[config.mk]
export PLATFORM = sky130hd
export DESIGN_NAME = asram_ctrl
export DESIGN_NICKNAME = d
export VERILOG_FILES = /design/src/rtl/asram_pkg.sv /design/src/rtl/asram_wait_cnt.sv /design/src/rtl/asram_seq.sv /design/src/rtl/asram_dpath.sv /design/src/rtl/asram_ctrl.sv
export SDC_FILE = /design/constraint.sdc
export NUM_CORES = 1
export LEC_CHECK = 0
export CAP_MARGIN = 20
export CORE_MARGIN = 10
export CORE_UTILIZATION = 45
export DETAILED_ROUTE_END_ITERATION = 7
export DONT_BUFFER_PORTS = 1
export PLACE_DENSITY = 0.56
export SLEW_MARGIN = 10
export SYNTH_ARGS = -nofsm -noshare
export SYNTH_HDL_FRONTEND = slang
export SYNTH_SLANG_ARGS = --single-unit
[constraint.sdc]
create_clock -name clk -period 1.9 [get_ports clk]
set_input_delay 0.38 -clock clk [delete_from_list [all_inputs] [get_ports clk]]
set_output_delay 0.38 -clock clk [all_outputs]
set_load 0.005 [all_outputs]
[src/rtl/asram_pkg.sv]
package asram_pkg;

    typedef enum logic [2:0] {
        ST_IDLE,
        ST_RD_ACCESS,
        ST_RD_DONE,
        ST_WR_SETUP,
        ST_WR_PULSE,
        ST_WR_HOLD,
        ST_TURNAROUND
    } asram_state_e;

    typedef struct packed {
        logic ce_n;
        logic oe_n;
        logic we_n;
        logic drive;
    } asram_strobe_t;

    // Bits needed to hold a down-count starting at n-1 (at least one bit).
    function automatic int unsigned cnt_bits(input int unsigned n);
        return (n < 2) ? 1 : $clog2(n);
    endfunction

    function automatic int unsigned max2(input int unsigned a, input int unsigned b);
        return (a > b) ? a : b;
    endfunction

    // Strobe levels for each sequencer state.
    function automatic asram_strobe_t strobe_of(input asram_state_e s);
        asram_strobe_t r;
        r = '{ce_n: 1'b1, oe_n: 1'b1, we_n: 1'b1, drive: 1'b0};
        case (s)
            ST_RD_ACCESS: begin
                r.ce_n = 1'b0;
                r.oe_n = 1'b0;
            end
            ST_WR_SETUP: r.ce_n = 1'b0;
            ST_WR_PULSE: begin
                r.ce_n  = 1'b0;
                r.we_n  = 1'b0;
                r.drive = 1'b1;
            end
            ST_WR_HOLD: begin
                r.ce_n  = 1'b0;
                r.drive = 1'b1;
            end
            default: ;
        endcase
        return r;
    endfunction

endpackage

[src/rtl/asram_wait_cnt.sv]
module asram_wait_cnt #(
    parameter int unsigned CNT_W = 2
) (
    input  logic             clk,
    input  logic             rst,
    input  logic             load,
    input  logic [CNT_W-1:0] load_val,
    output logic             expired
);
    logic [CNT_W-1:0] cnt_q;

    always_ff @(posedge clk) begin
        if (rst) begin
            cnt_q <= '0;
        end else if (load) begin
            cnt_q <= load_val;
        end else if (cnt_q != '0) begin
            cnt_q <= cnt_q - 1'b1;
        end
    end

    assign expired = (cnt_q == '0);
endmodule

[src/rtl/asram_seq.sv]
module asram_seq
    import asram_pkg::*;
#(
    parameter int unsigned WR_SETUP = 1,
    parameter int unsigned WR_PULSE = 1,
    parameter int unsigned RD_WAIT  = 2,
    parameter int unsigned TURN_GAP = 1,
    parameter int unsigned CNT_W    = 2
) (
    input  logic             clk,
    input  logic             rst,
    input  logic             req_valid,
    input  logic             req_write,
    input  logic             expired,
    output asram_state_e     state,
    output logic             cnt_load,
    output logic [CNT_W-1:0] cnt_val,
    output logic             accept,
    output logic             capture,
    output logic             done
);
    localparam logic [CNT_W-1:0] SETUP_LD = CNT_W'(WR_SETUP - 1);
    localparam logic [CNT_W-1:0] PULSE_LD = CNT_W'(WR_PULSE - 1);
    localparam logic [CNT_W-1:0] READ_LD  = CNT_W'(RD_WAIT - 1);
    localparam logic [CNT_W-1:0] TURN_LD  = CNT_W'(TURN_GAP - 1);

    asram_state_e state_q, state_d;

    always_comb begin
        state_d  = state_q;
        cnt_load = 1'b0;
        cnt_val  = '0;
        accept   = 1'b0;
        capture  = 1'b0;
        done     = 1'b0;
        case (state_q)
            ST_IDLE: begin
                if (req_valid) begin
                    accept   = 1'b1;
                    cnt_load = 1'b1;
                    if (req_write) begin
                        state_d = ST_WR_SETUP;
                        cnt_val = SETUP_LD;
                    end else begin
                        state_d = ST_RD_ACCESS;
                        cnt_val = READ_LD;
                    end
                end
            end
            ST_RD_ACCESS: begin
                if (expired) begin
                    capture = 1'b1;
                    state_d = ST_RD_DONE;
                end
            end
            ST_RD_DONE: begin
                done    = 1'b1;
                state_d = ST_IDLE;
            end
            ST_WR_SETUP: begin
                if (expired) begin
                    state_d  = ST_WR_PULSE;
                    cnt_load = 1'b1;
                    cnt_val  = PULSE_LD;
                end
            end
            ST_WR_PULSE: begin
                if (expired) begin
                    state_d = ST_WR_HOLD;
                end
            end
            ST_WR_HOLD: begin
                state_d  = ST_TURNAROUND;
                cnt_load = 1'b1;
                cnt_val  = TURN_LD;
            end
            ST_TURNAROUND: begin
                if (expired) begin
                    done    = 1'b1;
                    state_d = ST_IDLE;
                end
            end
            default: state_d = ST_IDLE;
        endcase
    end

    always_ff @(posedge clk) begin
        if (rst) begin
            state_q <= ST_IDLE;
        end else begin
            state_q <= state_d;
        end
    end

    assign state = state_q;
endmodule

[src/rtl/asram_dpath.sv]
module asram_dpath #(
    parameter int unsigned ADDR_W = 17,
    parameter int unsigned DATA_W = 8
) (
    input  logic              clk,
    input  logic              rst,
    input  logic              accept,
    input  logic              capture,
    input  logic [ADDR_W-1:0] in_addr,
    input  logic [DATA_W-1:0] in_wdata,
    input  logic [DATA_W-1:0] bus_in,
    output logic [ADDR_W-1:0] addr_q,
    output logic [DATA_W-1:0] wdata_q,
    output logic [DATA_W-1:0] rdata_q
);
    always_ff @(posedge clk) begin
        if (rst) begin
            addr_q  <= '0;
            wdata_q <= '0;
        end else if (accept) begin
            addr_q  <= in_addr;
            wdata_q <= in_wdata;
        end
    end

    always_ff @(posedge clk) begin
        if (rst) begin
            rdata_q <= '0;
        end else if (capture) begin
            rdata_q <= bus_in;
        end
    end
endmodule

[src/rtl/asram_ctrl.sv]
module asram_ctrl
    import asram_pkg::*;
#(
    parameter int unsigned ADDR_W   = 17,
    parameter int unsigned DATA_W   = 8,
    parameter int unsigned WR_SETUP = 1,
    parameter int unsigned WR_PULSE = 1,
    parameter int unsigned RD_WAIT  = 2,
    parameter int unsigned TURN_GAP = 1
) (
    input  logic              clk,
    input  logic              rst,
    input  logic              req_valid,
    input  logic              req_write,
    input  logic [ADDR_W-1:0] req_addr,
    input  logic [DATA_W-1:0] req_wdata,
    output logic              rsp_done,
    output logic [DATA_W-1:0] rsp_rdata,
    output logic [ADDR_W-1:0] mem_addr,
    output logic              mem_ce_n,
    output logic              mem_oe_n,
    output logic              mem_we_n,
    output logic [DATA_W-1:0] mem_dq_out,
    input  logic [DATA_W-1:0] mem_dq_in,
    output logic              mem_dq_oe
);
    localparam int unsigned MAX_WAIT =
        max2(max2(WR_SETUP, WR_PULSE), max2(RD_WAIT, TURN_GAP));
    localparam int unsigned CNT_W = cnt_bits(MAX_WAIT);

    asram_state_e     state;
    asram_strobe_t    strb;
    logic             cnt_load;
    logic [CNT_W-1:0] cnt_val;
    logic             expired;
    logic             accept;
    logic             capture;

    asram_wait_cnt #(.CNT_W(CNT_W)) u_cnt (
        .clk      (clk),
        .rst      (rst),
        .load     (cnt_load),
        .load_val (cnt_val),
        .expired  (expired)
    );

    asram_seq #(
        .WR_SETUP (WR_SETUP),
        .WR_PULSE (WR_PULSE),
        .RD_WAIT  (RD_WAIT),
        .TURN_GAP (TURN_GAP),
        .CNT_W    (CNT_W)
    ) u_seq (
        .clk       (clk),
        .rst       (rst),
        .req_valid (req_valid),
        .req_write (req_write),
        .expired   (expired),
        .state     (state),
        .cnt_load  (cnt_load),
        .cnt_val   (cnt_val),
        .accept    (accept),
        .capture   (capture),
        .done      (rsp_done)
    );

    asram_dpath #(.ADDR_W(ADDR_W), .DATA_W(DATA_W)) u_dp (
        .clk      (clk),
        .rst      (rst),
        .accept   (accept),
        .capture  (capture),
        .in_addr  (req_addr),
        .in_wdata (req_wdata),
        .bus_in   (mem_dq_in),
        .addr_q   (mem_addr),
        .wdata_q  (mem_dq_out),
        .rdata_q  (rsp_rdata)
    );

    assign strb      = strobe_of(state);
    assign mem_ce_n  = strb.ce_n;
    assign mem_oe_n  = strb.oe_n;
    assign mem_we_n  = strb.we_n;
    assign mem_dq_oe = strb.drive;
endmodule

==> results.sh <==
export IMPL_outcome="completed"
export IMPL_final_setup_viol_count=0
export IMPL_wirelength_um=3568
export IMPL_synth_cell_area_um2=1448
export IMPL_number_of_global_route_vias_before_repair=1081
export IMPL_dpl_worst_slack_ns=0.3985
export IMPL_number_of_antenna_violations_at_the_first_check_in_global_routing=0
export IMPL_detailedRoute_firstIterationViolations=50
export IMPL_yosysWarningCount=0
export IMPL_grt_setup_unrepaired="no"
export IMPL_holdCritStartpoint="req_write"
export IMPL_postRouteAntennaNets=0
export IMPL_yosys_top_cells_area="sky130_fd_sc_hd__dfxtp_1 51%, sky130_fd_sc_hd__nand2_1 18%, sky130_fd_sc_hd__a21oi_1 12%"
export IMPL_routabilityCongestion=0.7095
export IMPL_place_hpwl_um=2620
export IMPL_clk_insertion_delay_late_ns=0.34
export IMPL_post_synth_num_cell_types=22
export IMPL_grt_start_max_net_pins=39
export IMPL_setup_tns_ns=0
export IMPL_number_of_hold_slack_violations_in_the_final_timing_report=0
export IMPL_area_growth_pct=4.667
export IMPL_cts_path_max_buffers=2
export IMPL_die_width_um=76.72
export IMPL_power_density_nw_per_um2=1057
export IMPL_period_share_pct=91.59
export IMPL_critical_path_max_stage_delay_ns=0.63
export IMPL_routedWlPerCell_um=16.37
export IMPL_synth_largest_area_cell="sky130_fd_sc_hd__dfxtp_1"
export IMPL_postCtsSetupBuffers=0
export IMPL_max_slew_worst_pin_slew_ns=0.4659
export IMPL_criticalPathCategory="flop to primary output"
export IMPL_multi_input_comb_area_um2=615.6
export IMPL_layout_drive_gt1_share_pct=7.471
export IMPL_critical_path_max_fanout=13
export IMPL_tritoncts="yes"
export IMPL_endpoint_kind="primary output"
export IMPL_post_synth_inst_count=178
export IMPL_h_tree_depth=2
export IMPL_clock_sinks=37
export IMPL_cellLeakagePower_nw=0.5457
export IMPL_finish_net_count=210
export IMPL_rows=20
export IMPL_io_buffers=0
export IMPL_startpoint="u_seq.state[2]$_SDFFE_PP0P_"
export IMPL_antennaDiodeCount=0
export IMPL_tritoncts_num_buffers=5
export IMPL_drt_drc_violations_left=0
export IMPL_floorplan_die_area_um2=5886
export IMPL_drv_cap=0
export IMPL_cts_repair_resized=0
export IMPL_cp_data_required_time_ns=1.52
export IMPL_min_delay_worst_endpoint="u_cnt.cnt_q$_SDFF_PP0_"
export IMPL_mostFrequentLayoutCell="sky130_fd_sc_hd__nand2_1"
export IMPL_postSynthNetCount=215
export IMPL_detailroute_via_count=1121
export IMPL_max_freq_mhz=574.7
export IMPL_n_fill_cell=329
export IMPL_clock_skew_ns=0.007487
export IMPL_fp_coreArea_um2=3078
export IMPL_viasPerCell=5.142
export IMPL_synth_ff_latch_count=37
export IMPL_floorplan_initialDensity_pct=47.03
export IMPL_ff_latch_area_um2=740.7
export IMPL_floorplan_die_height_um=76.72
export IMPL_worst_hold_path_class="input pin to flop"
export IMPL_worst_r2r_startpoint="u_seq.state[0]$_SDFFE_PP0P_"
export IMPL_critical_path_arrival_ns=1.36
export IMPL_irDropWorstVdd_uv=465.0
export IMPL_worstReg2RegEnd="u_dp.rdata_q[3]$_SDFFE_PP0P_"
export IMPL_grt_overflow_total=0
export IMPL_critical_path_slowest_cell="sky130_fd_sc_hd__dfxtp_1"
export IMPL_clk_transition_reported_paths_ns=0.11
export IMPL_synth_top_area_share_pct=51.17
export IMPL_io_pins=75
export IMPL_series_of_cell_instances_along_the_critical_path="nor2b_1 > nor2_1"
export IMPL_smallest_setup_slack_after_layout_ns=0.1599
export IMPL_clk_root_buffer_cell="sky130_fd_sc_hd__clkbuf_4"
export IMPL_depth_of_the_most_critical_reg_to_reg_path=3
export IMPL_mostFrequentLayoutCells="69 x sky130_fd_sc_hd__nand2_1, 37 x sky130_fd_sc_hd__dfxtp_1, 35 x sky130_fd_sc_hd__a21oi_1"
export IMPL_grt_pass1_wl_um=5706
export IMPL_hold_path_depth=1
export IMPL_timing_critical_path_from_type="flop"
export IMPL_r2r_slack_ns=0.36
export IMPL_cts_hold_buffers=0
export IMPL_firstDrtPassIters=4
export IMPL_global_route_usage_total_pct=12.05
export IMPL_synth_area_per_cell_um2=8.133
export IMPL_max_slew_violation_count=0
export IMPL_post_route_min_period_ns=1.740
export IMPL_synth_yosys_seq_area_share_pct=51.17
export IMPL_worst_rel_slew_slack_pct=68.90
## worst max-delay path: cells and delay by family (launching register included)
| family | cells | cell delay [ns] |
|---|---|---|
| flip-flops | 1 | 0.63 |
| AND/OR/NAND/NOR | 2 | 0.39 |
## cell usage after synthesis
master                     instances
sky130_fd_sc_hd__nand4b_1          1
sky130_fd_sc_hd__nand2_1          69
sky130_fd_sc_hd__a211oi_1          1
sky130_fd_sc_hd__clkbuf_1          6
sky130_fd_sc_hd__inv_1             1
sky130_fd_sc_hd__buf_2             4
sky130_fd_sc_hd__buf_6             4
sky130_fd_sc_hd__nor2b_1           6
sky130_fd_sc_hd__a22oi_1           1
sky130_fd_sc_hd__nand2b_1          1
sky130_fd_sc_hd__nor2_1            2
sky130_fd_sc_hd__or4b_1            1
sky130_fd_sc_hd__o31ai_1           1
sky130_fd_sc_hd__nor4b_4           1
sky130_fd_sc_hd__o21ai_0           2
sky130_fd_sc_hd__a21oi_1          35
sky130_fd_sc_hd__dfxtp_1          37
sky130_fd_sc_hd__nor4b_2           1
sky130_fd_sc_hd__nand3b_1          1
sky130_fd_sc_hd__xor2_1            1
sky130_fd_sc_hd__or4b_4            1
sky130_fd_sc_hd__nor3_2            1
## per-stage QoR
step	instances	util (%)	hold WS (ns)	power, mW	cell area [µm²]
after floorplan	178	-	0.4497	1.045	1448
after global placement	210	46.46	0.4520	1.051	1430
after detailed placement	210	46.46	0.4511	1.059	1430
after CTS	218	49.23	0.07575	1.625	1515
after global routing	218	49.23	0.05420	1.709	1515
final	218	49.23	0.08849	1.601	1515
## report_power, final
part,switching (mW),internal [mW],total [mW],leakage [nW]
combinational,0.0879,0.0613,0.149,0.197
clock,0.251,0.314,0.565,0.0455
sequential,0.0561,0.831,0.887,0.303
total,0.395,1.21,1.60,0.546
## worst max path at each step
stage | endpoint
floorplan | u_dp.addr_q[10]$_SDFFE_PP0P_
global placement | u_dp.rdata_q[7]$_SDFFE_PP0P_
detailed placement | u_dp.rdata_q[3]$_SDFFE_PP0P_
CTS | mem_ce_n
global route | rsp_done
finish | mem_ce_n
## state kept, by name, indices dropped and copies added (netlist names)
name,cells
u_dp.wdata_q,8
u_cnt.cnt_q,1
u_seq.state,3
u_dp.addr_q,17
u_dp.rdata_q,8
## layer usage
metal / global-route usage, % / wire length (µm) / vias to the layer above / part of all wire, %
met5: 0 / 0 / - / 0
met4: 3.903 / 41 / 0 / 1.1
met3: 8.159 / 454 / 6 / 13
met2: 19.39 / 1679 / 54 / 47
met1: 12.27 / 1393 / 491 / 39
li1: - / - / 570 / -
## kinds of logic after synthesis
group,after synthesis,synth area share (%)
flip-flops,37,51.17
AO/OA/AOI/OAI,40,14.35
XOR/XNOR,1,0.6051
buffers and inverters,15,6.309
AND/OR/NAND/NOR,85,27.57
## layout make-up
cell class              instances  area share, %
flip-flops and latches         37          48.89
multi-input cells             126          40.63
inverters                       1         0.2477
clock buffers                   7          3.633
repair buffers                  2         0.9909
well taps                      44          3.633
clock inverters                 1          1.982
Power figures use the tool's default switching activity.
